===== src/rtl/dpa_pkg.sv =====
package dpa_pkg;
   localparam int NUM_PORTS = 2;
   localparam int PORT_L    = 0;
   localparam int PORT_R    = 1;

   typedef enum logic [1:0] {
      GR_NONE  = 2'd0,
      GR_LEFT  = 2'd1,
      GR_RIGHT = 2'd2
   } grant_e;
endpackage


===== src/rtl/dpa_match_detect.sv =====
module dpa_match_detect
   import dpa_pkg::*;
#(
   parameter int ADDR_W = 16
) (
   input  logic                 clk,
   input  logic                 rst_n,
   input  logic [NUM_PORTS-1:0] en,
   input  logic [ADDR_W-1:0]    addr [NUM_PORTS],
   output logic                 match,
   output logic [NUM_PORTS-1:0] held
);
   logic [NUM_PORTS-1:0] prev_en;
   logic [ADDR_W-1:0]    prev_addr [NUM_PORTS];

   assign match = en[PORT_L] & en[PORT_R] & (addr[PORT_L] == addr[PORT_R]);

   // a port is "held" when it sat on the same address in the previous cycle
   for (genvar p = 0; p < NUM_PORTS; p++) begin : g_hist
      always_ff @(posedge clk) begin
         if (!rst_n) begin
            prev_en[p]   <= 1'b0;
            prev_addr[p] <= '0;
         end else begin
            prev_en[p]   <= en[p];
            prev_addr[p] <= addr[p];
         end
      end
      assign held[p] = en[p] & prev_en[p] & (prev_addr[p] == addr[p]);
   end
endmodule


===== src/rtl/dpa_grant_fsm.sv =====
module dpa_grant_fsm
   import dpa_pkg::*;
(
   input  logic                 clk,
   input  logic                 rst_n,
   input  logic                 match,
   input  logic [NUM_PORTS-1:0] held,
   output grant_e               grant
);
   grant_e grant_nxt;

   always_comb begin
      grant_nxt = grant;
      if (!match)
         grant_nxt = GR_NONE;
      else if (grant == GR_NONE)
         grant_nxt = (held[PORT_R] && !held[PORT_L]) ? GR_RIGHT : GR_LEFT;
   end

   always_ff @(posedge clk) begin
      if (!rst_n) grant <= GR_NONE;
      else        grant <= grant_nxt;
   end

   // sampled contention always yields a winner
   p_match_grants_r6: assert property (@(posedge clk) disable iff (!rst_n)
      match |=> (grant != GR_NONE));

   // a standing grant persists while contention persists
   p_grant_hold_r5: assert property (@(posedge clk) disable iff (!rst_n)
      (grant != GR_NONE && match) |=> $stable(grant));
endmodule


===== src/rtl/dpa_write_gate.sv =====
module dpa_write_gate
   import dpa_pkg::*;
(
   input  logic [NUM_PORTS-1:0] wr,
   input  logic [NUM_PORTS-1:0] busy_n,
   output logic [NUM_PORTS-1:0] wr_ok
);
   for (genvar p = 0; p < NUM_PORTS; p++) begin : g_gate
      assign wr_ok[p] = wr[p] & busy_n[p];
   end
endmodule


===== src/rtl/dpa_contention_arbiter.sv =====
module dpa_contention_arbiter
   import dpa_pkg::*;
#(
   parameter int ADDR_W = 16
) (
   input  logic              clk,
   input  logic              rst_n,
   input  logic              master_mode,
   input  logic              l_en,
   input  logic              l_wr,
   input  logic [ADDR_W-1:0] l_addr,
   input  logic              r_en,
   input  logic              r_wr,
   input  logic [ADDR_W-1:0] r_addr,
   input  logic              l_busy_in_n,
   input  logic              r_busy_in_n,
   output logic              l_busy_out_n,
   output logic              r_busy_out_n,
   output logic              l_wr_ok,
   output logic              r_wr_ok
);
   if (ADDR_W < 1 || ADDR_W > 32) begin : g_bad_addr_w
      $error("ADDR_W must lie in 1..32");
   end

   logic [NUM_PORTS-1:0] en_v, wr_v, held_v, busy_loc_n, busy_eff_n, wr_ok_v;
   logic [ADDR_W-1:0]    addr_v [NUM_PORTS];
   logic                 match;
   grant_e               grant;

   assign en_v           = {r_en, l_en};
   assign wr_v           = {r_wr, l_wr};
   assign addr_v[PORT_L] = l_addr;
   assign addr_v[PORT_R] = r_addr;

   dpa_match_detect #(.ADDR_W(ADDR_W)) u_match (
      .clk(clk), .rst_n(rst_n), .en(en_v), .addr(addr_v),
      .match(match), .held(held_v)
   );

   dpa_grant_fsm u_fsm (
      .clk(clk), .rst_n(rst_n), .match(match), .held(held_v), .grant(grant)
   );

   // loser of the registered grant sees busy
   assign busy_loc_n[PORT_L] = (grant != GR_RIGHT);
   assign busy_loc_n[PORT_R] = (grant != GR_LEFT);

   assign busy_eff_n   = master_mode ? busy_loc_n : {r_busy_in_n, l_busy_in_n};
   assign l_busy_out_n = master_mode ? busy_loc_n[PORT_L] : 1'b1;
   assign r_busy_out_n = master_mode ? busy_loc_n[PORT_R] : 1'b1;

   dpa_write_gate u_gate (.wr(wr_v), .busy_n(busy_eff_n), .wr_ok(wr_ok_v));

   assign l_wr_ok = wr_ok_v[PORT_L];
   assign r_wr_ok = wr_ok_v[PORT_R];

   // never both ports busy
   p_never_both_busy_r6: assert property (@(posedge clk) disable iff (!rst_n)
      !(!l_busy_out_n && !r_busy_out_n));

   // busy released the cycle after contention ends
   p_release_r4: assert property (@(posedge clk) disable iff (!rst_n)
      !(l_en && r_en && l_addr == r_addr) |=> (l_busy_out_n && r_busy_out_n));

   // slave mode never lets a busy port write
   p_slave_block_r8: assert property (@(posedge clk) disable iff (!rst_n)
      (!master_mode && (!l_busy_in_n || !r_busy_in_n)) |->
         !((!l_busy_in_n && l_wr_ok) || (!r_busy_in_n && r_wr_ok)));

   // reset leaves both flags inactive
   p_reset_idle_r10: assert property (@(posedge clk)
      !rst_n |=> (l_busy_out_n && r_busy_out_n));
endmodule


===== config.mk =====
export PLATFORM = sky130hd
export DESIGN_NAME = dpa_contention_arbiter
export DESIGN_NICKNAME = d
export VERILOG_FILES = /design/src/rtl/dpa_pkg.sv /design/src/rtl/dpa_match_detect.sv /design/src/rtl/dpa_grant_fsm.sv /design/src/rtl/dpa_write_gate.sv /design/src/rtl/dpa_contention_arbiter.sv
export SDC_FILE = /design/constraint.sdc
export NUM_CORES = 1
export LEC_CHECK = 0
export BUFFER_PORTS_ARGS = -buffer_cell sky130_fd_sc_hd__buf_2
export CORE_UTILIZATION = 45
export DETAILED_ROUTE_END_ITERATION = 12
export PLACE_DENSITY = 0.77
export SLEW_MARGIN = 20
export SYNTH_ARGS = -nofsm -noshare
export SYNTH_HDL_FRONTEND = slang
export SYNTH_SLANG_ARGS = --single-unit

===== constraint.sdc =====
create_clock -name clk -period 2.4 [get_ports clk]
set_input_delay 0.12 -clock clk [delete_from_list [all_inputs] [get_ports clk]]
set_output_delay 0.12 -clock clk [all_outputs]
set_load 0.02 [all_outputs]

==> impl_metrics.env <==
export IMPL_holdBufCountCts=0
export IMPL_grt_met1_usage_pct=23.0
export IMPL_yosys_warnings=0
export IMPL_drive_gt1_share_pct=27.3
export IMPL_postLayoutSetupSlackWorst_ns=0.534
export IMPL_drt_iter0_drc=10
export IMPL_startpoint_type="register"
export IMPL_power_frac_seq_pct=56.0
export IMPL_critPathKind="reg2reg"
export IMPL_htreeDepth=2
export IMPL_place_gp_congestion=0.762
export IMPL_ios=45
export IMPL_synthesis_area_mm2=0.00155
export IMPL_cp_required_ns=2.64
export IMPL_p_switching_w=0.000278
export IMPL_ctsResizeCount=0
export IMPL_max_stage_delay_ns=0.53
export IMPL_synth_avg_cell_area_um2=10.5
export IMPL_drtAntennaViolNets=0
export IMPL_grt_max_degree=34
export IMPL_setup_violations=0
export IMPL_finalClockSkew_ns=0.0111
export IMPL_core_mm2=0.00315
export IMPL_floorplan_die_width_um=60.7
export IMPL_die_height_um=60.7
export IMPL_fillCellCount=301
export IMPL_dp_cells=234
export IMPL_cts_sinks=36
export IMPL_first_pass_iters=4
export IMPL_met2_usage_pct=32.0
export IMPL_drt_total_wl_mm=3.03
export IMPL_grt_overflow=0
export IMPL_gr_usage_met3_pct=4.48
export IMPL_syn_to_final_growth_pct=21.3
export IMPL_slew_headroom_pct=73.9
export IMPL_outcome="complete, no violations"
export IMPL_holdCritPathClass="in2reg"
export IMPL_crit_path_cell_trace="xor2_1, nor4_1, nand4_1, or4_4, and3_1, o21a_1"
export IMPL_wl_per_cell_um=12.5
export IMPL_place_ws_ns=0.538
export IMPL_cts_tree="yes"
export IMPL_syn_nets=189
export IMPL_power_share_switching_pct=24.3
export IMPL_power_clock_fraction_pct=28.9
export IMPL_post_route_min_period_ns=1.87
export IMPL_ys_ff_latch=36
export IMPL_final_cell_count_no_fill=242
export IMPL_grt_use_total_pct=19.1
export IMPL_p_int_w=0.000866
export IMPL_core_rowCount=20
export IMPL_grt_pass1_vias=1188
export IMPL_vias_per_cell=4.72
export IMPL_vias=1142
export IMPL_grt_first_pass_wirelength_mm=4.98
export IMPL_tightest_slew_ns=0.388
export IMPL_clock_latency_ns=0.33
export IMPL_powerDensity_mw_per_mm2=608
export IMPL_finalHoldViolCount=0
export IMPL_min_period_over_period_pct=77.8
export IMPL_clock_path_buffers=2
export IMPL_total_leakage_power_nw=0.763
export IMPL_seq_area_frac_synth_pct=46.5
export IMPL_peakVddDrop_v=0.000447
export IMPL_clock_fmax_mhz=536
export IMPL_synth_distinct_cells=18
export IMPL_grt_busiest_layer="met2"
export IMPL_layout_nets=238
export IMPL_start_util_pct=49.2
export IMPL_cts_setup_buffers=0
export IMPL_setup_tns_ns=0
export IMPL_cp_max_fo=2
export IMPL_dp_hpwl_mm=2.38
export IMPL_arrival_ns=2.11
export IMPL_dieArea_mm2=0.00368
export IMPL_post_route_drc_count=0
export IMPL_syn_inst=148
export IMPL_antenna_found_initial=0
export IMPL_clk_pin_slew_ns=0.11
export IMPL_end_kind="register"
export IMPL_drv_cap=0
export IMPL_crit_slowest_cell="or4_4"
export IMPL_rsz0062_at_grt="false"
export IMPL_antenna_cells=0
export IMPL_numCtsBuffers=5
export IMPL_pwr_share_comb_pct=15.0
export IMPL_cts_root_buf="clkbuf_4"
export IMPL_slew_viol_final=0
export IMPL_port_buffers=44
state kept, by name (all words and copies together) (netlist names):
signal,cells
u_match.prev_en,2
u_match.prev_addr,32
u_fsm.grant,2
final timing paths:
path                                  startpoint                             endpoint  slack (ns)  cells after the start
max reg2reg  u_match.prev_addr[0][14]$_SDFF_PN0_          u_fsm.grant[1]$_SDFFE_PN0N_        0.53                      6
min                                   r_addr[12]  u_match.prev_addr[1][12]$_SDFF_PN0_        0.03                      2
max          u_match.prev_addr[0][14]$_SDFF_PN0_          u_fsm.grant[1]$_SDFFE_PN0N_        0.53                      6
min reg2reg          u_fsm.grant[0]$_SDFFE_PN0N_          u_fsm.grant[0]$_SDFFE_PN0N_        0.52                      1
Yosys cell counts:
| master | number | area share [%] |
|---|---|---|
| xnor2_1 | 37 | 21 |
| dfxtp_1 | 36 | 46 |
| and2_1 | 33 | 13 |
| xor2_1 | 11 | 6.2 |
| nand4_1 | 9 | 3.6 |
| nand3_1 | 4 | 1.3 |
| clkbuf_1 | 3 | 0.73 |
| nor4_1 | 3 | 1.2 |
| o211a_1 | 2 | 1.3 |
| o21a_1 | 2 | 0.97 |
| a21oi_1 | 1 | 0.32 |
| and2_2 | 1 | 0.48 |
| and3_1 | 1 | 0.40 |
| inv_1 | 1 | 0.24 |
| nand3b_1 | 1 | 0.48 |
| nor4_2 | 1 | 0.81 |
| or4_1 | 1 | 0.48 |
| or4_4 | 1 | 0.73 |
power groups by stage:
| stage | clock, W | combinational [W] | sequential [W] |
|---|---|---|---|
| 2_1_floorplan | 0 | 0.0000994 | 0.000652 |
| 3_3_place_gp | 0 | 0.000169 | 0.000653 |
| 3_5_place_dp | 0 | 0.000174 | 0.000654 |
| 4_1_cts | 0.000336 | 0.000175 | 0.000641 |
| 5_1_grt | 0.000364 | 0.000191 | 0.000644 |
| 6_report | 0.000331 | 0.000172 | 0.000641 |
routing by layer:
layer  vias up  routed length [um]
met2        31                1440
met1       521                1380
met5         -                   0
met3         8                 150
li1        582                   -
met4         0                  60
worst max-delay path, delay by kind of cell, from the launching register on:
family,cells,cell delay (ns)
AO/OA/AOI/OAI,1,0.16
AND/OR/NAND/NOR,4,1.16
flip-flops,1,0.32
XOR/XNOR,1,0.15
final cells by class:
| class | instances | area (um^2) | area share [%] |
|---|---|---|---|
| clock buffers | 8 | 58.8 | 3.13 |
| inverters | 1 | 3.75 | 0.200 |
| multi-input cells | 108 | 815 | 43.3 |
| flip-flops and latches | 36 | 721 | 38.3 |
| well taps | 44 | 55.1 | 2.93 |
| repair buffers | 45 | 228 | 12.1 |
per-stage QoR:
stage	power [W]	util, %	hold slack [ns]	area, um^2
floorplan	0.000751	-	0.242	1550
global placement	0.000822	57.8	0.373	1820
detailed placement	0.000828	57.8	0.378	1820
CTS	0.00115	59.6	0.0236	1880
global route	0.00120	59.6	0.0256	1880
finish	0.00114	59.6	0.0329	1880
cells in the final DEF (no fill, tap or decap):
master / instances
buf_2: 44
xnor2_1: 37
dfxtp_1: 36
and2_1: 33
xor2_1: 11
nand4_1: 9
clkbuf_4: 5
nand3_1: 4
nor4_1: 3
o211a_1: 2
o21a_1: 2
clkbuf_1: 2
inv_1: 1
nand3b_1: 1
or4_4: 1
nor4_2: 1
a21oi_1: 1
or4_1: 1
and3_1: 1
and2_2: 1
clkbuf_8: 1
buf_4: 1
kinds of logic after synthesis:
| family | share of synthesized area (%) |
|---|---|
| flops | 46.5 |
| buf+inv | 0.968 |
| compound gates | 2.58 |
| simple gates | 22.8 |
| xor+xnor | 27.1 |
No activity file was read; power rests on OpenSTA's default activity.
